File: config.mk
export PLATFORM = sky130hd
export DESIGN_NAME = uart_rx_sleep
export DESIGN_NICKNAME = d
export VERILOG_FILES = /design/src/rtl/uart_rx_pkg.sv /design/src/rtl/uart_rx_ctrl.sv /design/src/rtl/uart_rx_dp.sv /design/src/rtl/uart_rx_sleep.sv
export SDC_FILE = /design/constraint.sdc
export NUM_CORES = 1
export LEC_CHECK = 0
export ABC_AREA = 1
export ABC_CLOCK_PERIOD_IN_PS = 3000
export BUFFER_PORTS_ARGS = -buffer_cell sky130_fd_sc_hd__buf_2
export CORE_MARGIN = 2
export CORE_UTILIZATION = 62
export DETAILED_ROUTE_END_ITERATION = 6
export PLACE_DENSITY = 0.84
export SYNTH_ARGS = -nofsm -noshare
export SYNTH_HDL_FRONTEND = slang
export SYNTH_SLANG_ARGS = --single-unit
File: constraint.sdc
create_clock -name clk -period 3 [get_ports clk]
set_input_delay 0.6 -clock clk [delete_from_list [all_inputs] [get_ports clk]]
set_output_delay 0.6 -clock clk [all_outputs]
set_load 0.01 [all_outputs]
File: src/rtl/uart_rx_pkg.sv
package uart_rx_pkg;
  localparam int MAX_BITS = 9;

  typedef enum logic [1:0] {LEN7 = 2'd0, LEN8 = 2'd1, LEN9 = 2'd2, LEN9B = 2'd3} charLen_e;

  typedef struct packed {
    charLen_e len;
    logic     parityEn;
    logic     parityOdd;
    logic     twoStop;
    logic     sleep;
  } rxCfg_t;

  // strobes from control to datapath
  typedef struct packed {
    logic frameStart;
    logic shiftBit;
    logic checkParity;
    logic frameDone;
    logic stopBad;
    logic bitVal;
  } rxStrobe_t;

  function automatic logic [3:0] lenBits(charLen_e l);
    case (l)
      LEN7:    return 4'd7;
      LEN8:    return 4'd8;
      default: return 4'd9;
    endcase
  endfunction
endpackage

File: src/rtl/uart_rx_ctrl.sv
module uart_rx_ctrl
  import uart_rx_pkg::*;
#(
  parameter int OSR = 16
) (
  input  logic      clk,
  input  logic      rstN,
  input  logic      rxEnable,
  input  logic      baudTick,
  input  logic      rxd,
  input  rxCfg_t    cfgIn,
  output rxCfg_t    cfgOut,
  output rxStrobe_t strobe,
  output logic      rtsN
);
  localparam int CW   = $clog2(OSR);
  localparam int HALF = OSR / 2;

  typedef enum logic [2:0] {S_IDLE, S_START, S_DATA, S_PARITY, S_STOP1, S_STOP2} rxState_e;

  rxState_e state;
  logic [CW-1:0] tickCnt;
  logic [3:0] bitCnt;
  logic rxMeta, rxSync, rxPrev;
  rxCfg_t cfgQ;

  logic startEdge, bitEnd, sampleNow, moreStop;
  logic [3:0] lastBit;

  assign startEdge = rxPrev && !rxSync;
  assign bitEnd    = baudTick && (tickCnt == CW'(OSR - 1));
  assign sampleNow = rxEnable && bitEnd && (state != S_IDLE) && (state != S_START);
  assign lastBit   = lenBits(cfgQ.len) - 4'd1;
  assign moreStop  = cfgQ.twoStop && rxSync;

  always_ff @(posedge clk or negedge rstN) begin
    if (!rstN) begin
      rxMeta  <= 1'b1;
      rxSync  <= 1'b1;
      rxPrev  <= 1'b1;
      state   <= S_IDLE;
      tickCnt <= '0;
      bitCnt  <= '0;
      cfgQ    <= '0;
    end else begin
      rxMeta <= rxd;
      rxSync <= rxMeta;
      rxPrev <= rxSync;
      if (!rxEnable) begin
        state <= S_IDLE;
      end else begin
        case (state)
          S_IDLE: if (startEdge) begin
            state   <= S_START;
            tickCnt <= '0;
            cfgQ    <= cfgIn;
          end
          S_START: if (baudTick) begin
            if (tickCnt == CW'(HALF - 1)) begin
              tickCnt <= '0;
              bitCnt  <= '0;
              state   <= rxSync ? S_IDLE : S_DATA;
            end else begin
              tickCnt <= tickCnt + 1'b1;
            end
          end
          default: if (baudTick) begin
            if (bitEnd) begin
              tickCnt <= '0;
              case (state)
                S_DATA: begin
                  bitCnt <= bitCnt + 4'd1;
                  if (bitCnt == lastBit) state <= cfgQ.parityEn ? S_PARITY : S_STOP1;
                end
                S_PARITY: state <= S_STOP1;
                S_STOP1:  state <= moreStop ? S_STOP2 : S_IDLE;
                default:  state <= S_IDLE;
              endcase
            end else begin
              tickCnt <= tickCnt + 1'b1;
            end
          end
        endcase
      end
    end
  end

  always_comb begin
    strobe.frameStart  = rxEnable && (state == S_IDLE) && startEdge;
    strobe.shiftBit    = sampleNow && (state == S_DATA);
    strobe.checkParity = sampleNow && (state == S_PARITY);
    strobe.frameDone   = sampleNow && ((state == S_STOP2) || ((state == S_STOP1) && !moreStop));
    strobe.stopBad     = !rxSync;
    strobe.bitVal      = rxSync;
  end

  assign cfgOut = cfgQ;
  assign rtsN   = !(rxEnable && (state == S_IDLE));
endmodule

File: src/rtl/uart_rx_dp.sv
module uart_rx_dp
  import uart_rx_pkg::*;
(
  input  logic                clk,
  input  logic                rstN,
  input  logic                rxEnable,
  input  logic                rdStrobe,
  input  charLen_e            len,
  input  logic                parityEn,
  input  logic                parityOdd,
  input  logic                sleep,
  input  rxStrobe_t           strobe,
  output logic [MAX_BITS-1:0] rxData,
  output logic                rxReady,
  output logic                overrunErr,
  output logic                frameErr,
  output logic                parityErr,
  output logic                errSummary,
  output logic                irq
);
  logic [MAX_BITS-1:0] shiftReg, aligned;
  logic parAcc, parBad, accept, newPe;

  // after n shifts the top data bit always sits in the MSB
  assign aligned = shiftReg >> (4'(MAX_BITS) - lenBits(len));
  assign accept  = strobe.frameDone && !(sleep && !shiftReg[MAX_BITS-1]);
  assign newPe   = parBad && parityEn;

  always_ff @(posedge clk or negedge rstN) begin
    if (!rstN) begin
      shiftReg <= '0;
      parAcc   <= 1'b0;
      parBad   <= 1'b0;
    end else if (strobe.frameStart) begin
      shiftReg <= '0;
      parAcc   <= 1'b0;
      parBad   <= 1'b0;
    end else if (strobe.shiftBit) begin
      shiftReg <= {strobe.bitVal, shiftReg[MAX_BITS-1:1]};
      parAcc   <= parAcc ^ strobe.bitVal;
    end else if (strobe.checkParity) begin
      parBad <= (parAcc ^ strobe.bitVal) != parityOdd;
    end
  end

  always_ff @(posedge clk or negedge rstN) begin
    if (!rstN) begin
      rxData     <= '0;
      rxReady    <= 1'b0;
      overrunErr <= 1'b0;
      frameErr   <= 1'b0;
      parityErr  <= 1'b0;
      errSummary <= 1'b0;
      irq        <= 1'b0;
    end else if (!rxEnable) begin
      rxReady    <= 1'b0;
      overrunErr <= 1'b0;
      frameErr   <= 1'b0;
      parityErr  <= 1'b0;
      errSummary <= 1'b0;
      irq        <= 1'b0;
    end else if (accept) begin
      rxData     <= aligned;
      rxReady    <= 1'b1;
      overrunErr <= overrunErr | rxReady;
      frameErr   <= strobe.stopBad;
      parityErr  <= newPe;
      errSummary <= errSummary | rxReady | strobe.stopBad | newPe;
      irq        <= !rxReady;
    end else begin
      irq <= 1'b0;
      if (rdStrobe) begin
        rxReady   <= 1'b0;
        frameErr  <= 1'b0;
        parityErr <= 1'b0;
      end
    end
  end
endmodule

File: src/rtl/uart_rx_sleep.sv
module uart_rx_sleep
  import uart_rx_pkg::*;
#(
  parameter int OSR = 16
) (
  input  logic       clk,
  input  logic       rstN,
  input  logic       rxEnable,
  input  logic       baudTick,
  input  logic       rxd,
  input  logic [1:0] cfgLen,
  input  logic       cfgParityEn,
  input  logic       cfgParityOdd,
  input  logic       cfgTwoStop,
  input  logic       cfgSleep,
  input  logic       rdStrobe,
  output logic [8:0] rxData,
  output logic       rxReady,
  output logic       overrunErr,
  output logic       frameErr,
  output logic       parityErr,
  output logic       errSummary,
  output logic       rtsN,
  output logic       irq
);
  rxCfg_t cfgIn, cfgQ;
  rxStrobe_t strobe;

  assign cfgIn = '{len: charLen_e'(cfgLen), parityEn: cfgParityEn, parityOdd: cfgParityOdd,
                   twoStop: cfgTwoStop, sleep: cfgSleep};

  uart_rx_ctrl #(.OSR(OSR)) u_ctrl (
    .clk(clk), .rstN(rstN), .rxEnable(rxEnable), .baudTick(baudTick), .rxd(rxd),
    .cfgIn(cfgIn), .cfgOut(cfgQ), .strobe(strobe), .rtsN(rtsN)
  );

  uart_rx_dp u_dp (
    .clk(clk), .rstN(rstN), .rxEnable(rxEnable), .rdStrobe(rdStrobe),
    .len(cfgQ.len), .parityEn(cfgQ.parityEn), .parityOdd(cfgQ.parityOdd), .sleep(cfgQ.sleep),
    .strobe(strobe), .rxData(rxData), .rxReady(rxReady), .overrunErr(overrunErr),
    .frameErr(frameErr), .parityErr(parityErr), .errSummary(errSummary), .irq(irq)
  );
endmodule

* After elaboration in Yosys (flattened, before gate mapping)
Index checks and enable logic that the tools add are counted.
Widths: inputs -> output; s select.
** Storage, ports and cells
- Register bits :: 46
- ROM bits :: 0
- Word-level logic and storage cells :: 136
- Bits in latches :: 0
- Memories kept :: 0
- Bits in writable memories :: 0
** Operators by class
- $mul :: 0
- Equality and inequality tests :: 23
- Div/mod/pow operators :: 0
- Reductions and logical operators :: 36
- Magnitude comparators :: 0
- Add/subtract/negate cells :: 4
- Shifts and indexed selects :: 1
- Bitwise gates (word level) :: 6
- Muxes and demuxes :: 45
** Operators by type and width (count)
- $mux 4 :: 10
- $mux 3 :: 9
- $pmux 4 s2 :: 3
- $mux 1 :: 18
- $mux 9 :: 2
- $logic_and 1x1->1 :: 15
- $reduce_and 6->1 :: 2
- $reduce_bool 2->1 :: 5
- $ne 3x1->1 const B :: 3
- $pmux 3 s3 :: 1
- $shr 9x4->9 :: 1
- $add 4x1->4 const B :: 2
- $ne 2x1->1 const B :: 4
- $eq 3x2->1 const B :: 2
- $eq 3x3->1 const B :: 2
- $logic_not 1->1 :: 6
- $ne 3x2->1 const B :: 2
- $pmux 3 s2 :: 1
- $ne 5x3->1 const B :: 1
- $eq 4x3->1 const B :: 1
- $eq 4x4->1 :: 1
- $eq 4x4->1 const B :: 1
- $ne 4x1->1 const B :: 1
- $or 1x1->1 :: 4
- 17 further kinds :: 18

* Longest topological paths before layout
Gate-level depths: netlist of the first run.
- Word-level depth :: 10
- Depth in mapped cells :: 10
- Gate-level depth less buffers :: 10

* By module
Synthesis of the first run repeated with hierarchy kept, for this count alone.
** Unflattened totals
- Cells, all modules :: 305
- Area total of the unflattened synthesis :: 2449.8 µm²
** Modules (own cells, without submodules)
- uart_rx_ctrl :: times used 1, cells an instance 162, area an instance 1244.9 µm², seq. area each 504.2 µm²
- uart_rx_dp :: times used 1, cells an instance 143, area an instance 1204.9 µm², seq. area each 650.6 µm²

* Worst setup path after synthesis of the first run
OpenSTA, ideal clock, no wires.
- Path kind :: flip-flop to flip-flop
- From :: register u_ctrl.tickCnt[0]
- To :: register u_dp.shiftReg[1]
- Setup time :: 0.120 ns
- Setup slack :: 1.531 ns
- Arrival time :: 1.349 ns
- Period minus slack after synthesis :: 1.469 ns
- Stages on the path, launching flop included :: 10
- Data required time :: 2.880 ns
- Cells stage by stage :: dfrtp_1 > ha_1 > nand2_2 > nor2_4 > nand2_4 > inv_4 > nand2_2 > buf_6 > nand3_1 > o21ai_2
** On the way
- Word-level cells in the longest chain between the ends :: 7
** RTL lines
- from (decl) :: RTL line uart_rx_ctrl.sv:22 : logic [CW-1:0] tickCnt;
- from (signal assigned) :: RTL line uart_rx_ctrl.sv:64 : tickCnt <= tickCnt + 1'b1;
- from (signal assigned) :: RTL line uart_rx_ctrl.sv:80 : tickCnt <= tickCnt + 1'b1;
- $eq 4x4->1 :: RTL line uart_rx_ctrl.sv:31 : assign bitEnd = baudTick && (tickCnt == CW'(OSR - 1));
- $logic_and 1x1->1 :: RTL line uart_rx_ctrl.sv:31
- $logic_and 1x1->1 (3 in a row) :: RTL line uart_rx_ctrl.sv:32 : assign sampleNow = rxEnable && bitEnd && (state != S_IDLE) && (state != S_START);
- $logic_and 1x1->1 :: RTL line uart_rx_ctrl.sv:90 : strobe.shiftBit = sampleNow && (state == S_DATA);
- $reduce_bool 2->1 (no source line)
- to (signal assigned) :: RTL line uart_rx_dp.sv:39 : shiftReg <= {strobe.bitVal, shiftReg[MAX_BITS-1:1]};
- to (decl) :: RTL line uart_rx_dp.sv:21 : logic [MAX_BITS-1:0] shiftReg, aligned;
Every way passes these cells.
A chain may end at the register's enable or synchronous reset.

* Worst setup path after layout of the first run
- From :: register u_ctrl.state[0]
- To :: register u_dp.shiftReg[8]
** On the way
- Word-level cells in the longest chain between the ends :: 5
- Elaborated cells between the ends (all ways) :: 11
- Classes of those cells :: eq/ne: 2; mux: 1; reduce/logical: 8
** RTL lines
- from (decl) :: RTL line uart_rx_ctrl.sv:21 : rxState_e state;
- from (signal assigned) :: RTL line uart_rx_ctrl.sv:62 : state <= rxSync ? S_IDLE : S_DATA;
- from (signal assigned) :: RTL line uart_rx_ctrl.sv:73 : if (bitCnt == lastBit) state <= cfgQ.parityEn ? S_PARITY : S_STOP1;
- from (signal assigned) :: RTL line uart_rx_ctrl.sv:76 : S_STOP1: state <= moreStop ? S_STOP2 : S_IDLE;
- $reduce_bool 3->1 :: RTL line uart_rx_ctrl.sv:32
- $logic_and 1x1->1 (2 in a row) :: RTL line uart_rx_ctrl.sv:32
- $logic_and 1x1->1 :: RTL line uart_rx_ctrl.sv:90
- $reduce_bool 2->1 (no source line)
Several ways; a longest one is shown, not always the timed one.

==> flow_summary.toml, run 1 <==
[sta]
slew_headroom_pct = 34.61
report.final.hold_viol_count = 0
slew_viol_final = 0
grt_setup_unrepaired = "no"
fin_crit_sh_pct = 61.84
finalSetupTns_ns = 0
worst_pin_slew_ns = 0.9808
setup_viol = 0
final.setup.worst_slack_ns = 1.145
max_freq_mhz = 539.1
post-route-min-period_ns = 1.855
skew_ns = 0.005190

[final_layout]
diodes = 0
mostFrequentLayoutCell = "nand2_1"
mostFrequentLayoutCells = "nand2_1 (87), dfrtp_1 (43), nand3_1 (28), buf_2 (27), inv_1 (23)"
final_util_pct = 71.05
area_growth_pct = 10.76
fin_nets = 332
drive_gt1_share_pct = 20.06

[setup_path]
crit_slowest_cell = "nand3_1"
cp_num_buf_inv = 1
cp_top_family = "simple AND/OR/NAND/NOR gates"
cp.arrival_ns = 2.09
slowest_delay_ns = 0.52
endpoint_kind = "register"
critical_path_class = "reg2reg"
crit_path_start_kind = "register"
required_ns = 3.24
crit_fanout = 21
crit_chain = "nor2_2 > nand2_1 > inv_2 > nand3_1 > nand2_2 > nor2_1 > a21oi_1"

[routing]
routed_via_density = 5.490
ant_nets = 0
drt_iter0_drc = 182
drc = 0
routedWlPerCell_um = 12.84
num_vias = 2015
dr.pass1.iters = 4
wirelength_mm = 4.712

[job]
cap_violations = 0

[cts]
ctsHoldBuffers = 0
cts.sinks = 46
htreeDepth = 2
cts_tree = "built"
ctsResizeCount = 0
path_clk_slew_ns = 0.08
cts_root_buf = "clkbuf_8"
post-cts-setup-buffer-count = 0
insertion_delay_ns = 0.30
clock_path_buffers = 2
cts_made_buffers = 5

[synthesis]
yosysWarnings = 0
synth_seq_cells = 46
synth.distinct_cells = 31
yosysSeqAreaShare_pct = 49.17
syn_avg_cell_area_um2 = 8.098
synth_cells = 290
synth_nets = 304
netlist_area_um2 = 2349

[floorplanning]
dieHeight_um = 65.55
core_area_um2 = 3661
die_area_um2 = 4296
initial_core_util_pct = 64.15
io-pin-count = 28
die_w_um = 65.55
rows = 22

[power]
p_total_mw = 1.570
sequentialPowerShare_pct = 48.4
pwr-share-clk_pct = 28.9
p_int_mw = 1.049
p_leak_nw = 1.436
pwr-share-comb_pct = 22.6
p_sw_mw = 0.5215
swShare_pct = 33.21
ir_drop_mv = 0.3422
power_density_nw_per_um2 = 603.6

[run_status]
status = "completed"

[global_route]
antenna_found_initial = 0
grt_pass1_wl_mm = 7.983
grt_start_max_net_pins = 47
grtUsageTotal_pct = 24.73
grt-ovfl-total = 0
grt_pass1_vias = 1756

[hold_path]
hp-class = "reg2reg"

[place]
gp_congestion = 0.8964
dp_slack_ns = 1.161
portBuffers = 27
hpwl_mm = 3.397
## worst paths after layout
kind / from / endpoint / slack (ns) / cells after the start
worst min-delay path: u_ctrl.rxMeta / u_ctrl.rxSync / 0.37 / 0
min in group asynchronous: rstN / u_dp.overrunErr / 0.45 / 1
worst max register to register: u_ctrl.state[0] / u_dp.shiftReg[8] / 1.14 / 7
worst min register to register: u_ctrl.rxMeta / u_ctrl.rxSync / 0.37 / 0
worst max-delay path: u_ctrl.state[0] / u_dp.shiftReg[8] / 1.14 / 7
max in group asynchronous: rstN / u_dp.rxData[6] / 1.94 / 1
## synthesized netlist by cell type
| cell | number | area [um2] |
|---|---|---|
| nor3_1 | 2 | 10.01 |
| o21ai_1 | 9 | 45.04 |
| inv_1 | 23 | 86.33 |
| inv_2 | 7 | 26.28 |
| o221ai_1 | 1 | 8.760 |
| nand2_1 | 87 | 326.6 |
| nor2_1 | 21 | 78.83 |
| nand2_4 | 1 | 11.26 |
| buf_4 | 1 | 7.510 |
| o22ai_1 | 5 | 31.28 |
| dfrtp_1 | 43 | 1076 |
| o21ai_2 | 6 | 52.55 |
| nor2_8 | 1 | 20.02 |
| nand4_1 | 4 | 25.02 |
| dfstp_2 | 3 | 78.83 |
| ha_1 | 2 | 25.02 |
| inv_4 | 1 | 6.260 |
| a31oi_1 | 2 | 12.51 |
| nor2_4 | 1 | 11.26 |
| a21oi_1 | 11 | 55.05 |
| o21ai_0 | 8 | 40.04 |
| o211ai_1 | 2 | 15.01 |
| o41ai_1 | 1 | 8.760 |
| nand3_1 | 28 | 140.1 |
| nor2_2 | 4 | 25.02 |
| buf_2 | 2 | 10.01 |
| nand2_2 | 4 | 25.02 |
| o21a_1 | 2 | 15.01 |
| or2_2 | 1 | 6.260 |
| buf_6 | 3 | 33.78 |
| xor2_1 | 4 | 35.03 |
## power by group through the flow
stage	Combinational, mW	Sequential [mW]	Clock [mW]
2_1_floorplan	0.271	0.753	0
3_3_place_gp	0.343	0.767	0
3_5_place_dp	0.352	0.771	0
4_1_cts	0.353	0.759	0.458
5_1_grt	0.407	0.770	0.480
6_report	0.356	0.760	0.454
## stage by stage
stage / hold WS, ns / instances / instance area [um2]
after CTS: 0.3669 / 367 / 2601
after detailed placement: 0.3549 / 359 / 2492
after global placement: 0.3499 / 359 / 2492
final: 0.3654 / 367 / 2601
after global routing: 0.3690 / 367 / 2601
after floorplan: 0.3044 / 290 / 2349
## layer usage
metal  share of wire (%)  wire length (um)  global-route usage [%]
met1                  46              2155                   34.85
met2                  44              2078                   37.12
met3                 8.1               384                   4.452
met4                 2.0                94                   11.72
met5                   0                 0                       0
## cell type report
type | instances | area, um2
inverters | 31 | 118.9
well taps | 48 | 60.06
flip-flops and latches | 46 | 1155
clock buffers | 5 | 68.82
repair buffers | 27 | 135.1
multi-input cells | 207 | 1023
clock inverters | 3 | 40.04
fillers | 314 | 1060
## state kept, by name, summed over array words and instances (netlist names), 3 cells and up
name,cells
u_ctrl.bitCnt,4
u_ctrl.cfgOut,6
u_ctrl.state,3
u_ctrl.tickCnt,4
u_dp.rxData,9
u_dp.shiftReg,9
## cell families after synthesis
family / after synthesis / share of synthesized area (%)
adders and majority gates: 2 / 1.065
buffers and inverters: 37 / 7.246
and+or+nand+nor: 154 / 28.93
DFF: 46 / 49.17
xor gates and xnor gates: 4 / 1.492
AOI/OAI and AO/OA: 47 / 12.09
Power figures use the tool's default switching activity.
==> run 2, diff against run 1 <==
- ABC_AREA: 1 -> 0
- ABC_CLOCK_PERIOD_IN_PS: 3000 -> 1600
- CORE_UTILIZATION: 62 -> 52
- PLACE_DENSITY: 0.84 -> 0.75
- clock period: 3 -> 1.6 ns (I/O delays scaled with it)
==> run 2 against run 1 <==
  * The flow now finishes with violations (setup timing)
  * Global-route usage is 0.47 points lower
  * Worst setup slack worse by 1.3 ns
  * Synthesized cell count is 15% lower
  * Hold slack worse by 0.25 ns
  * Critical path type unchanged
==> flow_summary.toml, run 2 <==
[setup_path]
crit_path_start_kind = "register"
path_depth = 5
cp.arrival_ns = 2.00
critical_path_class = "reg2reg"
worstRegToRegCells = 5
cp_num_buf_inv = 1
cp-startpoint = "u_ctrl.state[1]"
endpoint_kind = "register"
rr_startpoint = "u_ctrl.state[1]"
crit_slowest_cell = "dfrtp_1"
slowest_delay_ns = 0.41
crit_fanout = 6
crit_chain = "buf_6 > or3b_4 > a211o_1 > or3_1 > a22oi_2"
required_ns = 1.82
cp_top_family = "simple AND/OR/NAND/NOR gates"

[synthesis]
synth_top_cell_by_area = "dfrtp_1"
yosysSeqAreaShare_pct = 48.48
async_flop_share_pct = 100.0
muxShareOfSynthArea_pct = 11.03
synth_top_family_by_area = "simple AND/OR/NAND/NOR gates"
synth_xor_xnor_area_share_pct = 1.103
netlist_area_um2 = 2382
synth-compound-area-share_pct = 12.71
yosysWarnings = 0
ys_top_cells_by_count = "nand2_1 (56), dfrtp_1 (43), o21ai_0 (23)"
synth.distinct_cells = 47
synth_cells = 247
yosys.area_share.simple_pct = 21.38
synth_flop_cell = "dfrtp_1"
synth.most_common_cell = "nand2_1"
syn_avg_cell_area_um2 = 9.645
yosys.area.top_type_share_pct = 45.17
synth_seq_cells = 46
synth-adder-area-share_pct = 1.050
synth_edf_count = 0
synth_nets = 261
synthTopCellsByArea = "dfrtp_1 (45%), nand2_1 (8.8%), mux2i_1 (5.0%)"

[sta]
report.final.hold_viol_count = 0
final.setup.worst_slack_ns = -0.1810
fin_crit_sh_pct = 111.3
worst_pin_slew_ns = 0.3670
setup_viol = 37
skew_ns = 0.01155
finalSetupTns_ns = -3.254
post-route-min-period_ns = 1.781
max_freq_mhz = 561.5
grt_setup_unrepaired = "yes"
slew_headroom_pct = 75.48
slew_viol_final = 0

[hold_path]
whs_path_depth = 1
hp-class = "in2reg"
hold_start = "rxd"

[floorplanning]
die_area_um2 = 5139
io-pin-count = 28
dieHeight_um = 71.69
initial_core_util_pct = 54.34
die_w_um = 71.69
core_area_um2 = 4384
rows = 24

[run_status]
status = "complete, but fails checks"
violations = "setup timing"

[global_route]
grt_pass1_vias = 2010
grtUsageTotal_pct = 24.26
antenna_found_initial = 0
grt-ovfl-total = 0
use_met3_pct = 4.641
grt_pass1_wl_mm = 9.687
grt_start_max_net_pins = 47
use_met2_pct = 39.71
busiest_layer = "met2"
grt_use_met1_pct = 33.06

[routing]
dr.pass1.iters = 4
ant_nets = 0
routedWlPerCell_um = 17.01
num_vias = 2151
drc = 0
wirelength_mm = 6.293
drt_iter0_drc = 103
routed_via_density = 5.814

[final_layout]
drive_gt1_share_pct = 42.77
diodes = 0
fin_nets = 331
mostFrequentLayoutCell = "nand2_1"
area_growth_pct = 37.18
mostFrequentLayoutCells = "nand2_1 (50), dfrtp_1 (42), buf_4 (35), buf_2 (27), o21ai_0 (12)"
fill_cells = 281

[cts]
cts_made_buffers = 5
insertion_delay_ns = 0.30
htreeDepth = 2
cts_tree = "built"
cts_root_buf = "clkbuf_8"
cts.sinks = 46
path_clk_slew_ns = 0.09
clock_path_buffers = 2

[place]
hpwl_mm = 3.800
dp_slack_ns = -0.2404
portBuffers = 27
gp_congestion = 0.7985

[power]
power_density_nw_per_um2 = 769.0
p_leak_nw = 1.571
ir_drop_mv = 0.5290

[job]
cap_violations = 0
==> run 2: cell types whose count changed after synthesis, sizes merged, moves of 7 or more <==
cell,delta
inv,-26
a21oi,-9
nand3,-22
nor2,-14
nand2,-36
mux2,+11
mux2i,+12
clkbuf,+7
nand2b,+7
==> run 2: area by class of cell <==
cell class                 count  area (um2)  share of cell area [%]
clock buffer                   5       68.82                   2.106
multi-input combinational    183        1359                   41.58
tap                           52       65.06                   1.991
timing repair buffer          76       579.3                   17.73
clock inverter                 3       21.27                  0.6508
sequential                    46        1156                   35.38
inverter                       5       18.77                  0.5743
==> run 2: timing repair <==
item | CTS | global route
gates resized for setup | 29 | 33
setup endpoints to repair | 35 | 34
endpoints found under the hold margin | 9 | 0
buffers inserted | 9 | 9
hold buffers | 1 | 0
cloned | 2 | 0
pin swaps | 7 | 6
==> run 2: cells by family (layout without fill, tap and decap cells) <==
kind of cell | Yosys count | count (layout)
compound gates | 48 | 48
xor+xnor | 3 | 3
fa+ha+maj | 2 | 2
buf+inv | 19 | 89
flops | 46 | 46
mux | 23 | 23
simple gates | 106 | 107
==> run 2: metal layers <==
| metal | part of all wire [%] | vias to the layer above |
|---|---|---|
| met1 | 43 | 1053 |
| met5 | 0 | - |
| met3 | 6.2 | 16 |
| met2 | 49 | 88 |
| li1 | - | 994 |
| met4 | 2.1 | 0 |
==> run 2: worst reg2reg max path, delay by kind of cell, from the launching register on <==
family / cells / cell delay, ns
flops: 1 / 0.41
compound gates: 2 / 0.44
buf+inv: 1 / 0.14
simple gates: 2 / 0.70
==> run 2: where the power goes <==
group | switching (mW) | internal [mW]
clock network | 0.406 | 0.307
logic | 0.259 | 0.246
registers | 0.0663 | 1.23
==> run 2: stage by stage <==
| stage | power (mW) | cells | area [um2] | hold WS (ns) | utilization (%) |
|---|---|---|---|---|---|
| after floorplan | 1.539 | 247 | 2437 | 0.02441 | - |
| after detailed placement | 1.726 | 344 | 2805 | 0.3248 | 63.98 |
| after global routing | 2.619 | 370 | 3268 | 0.1066 | 74.54 |
| after CTS | 2.461 | 363 | 3107 | 0.1135 | 70.86 |
| after global placement | 1.707 | 344 | 2805 | 0.3152 | 63.98 |
| final | 2.513 | 370 | 3268 | 0.1177 | 74.54 |
==> run 2: path summary, 6_finish.rpt <==
| check | slack, ns | to |
|---|---|---|
| setup / recovery | -0.18 | u_ctrl.bitCnt[3] |
| min in group asynchronous | 0.52 | u_ctrl.bitCnt[2] |
| max in group asynchronous | 0.81 | u_ctrl.rxSync |
| setup reg to reg | -0.18 | u_ctrl.bitCnt[3] |
| hold reg to reg | 0.37 | u_ctrl.rxSync |
| hold / removal | 0.12 | u_ctrl.rxMeta |
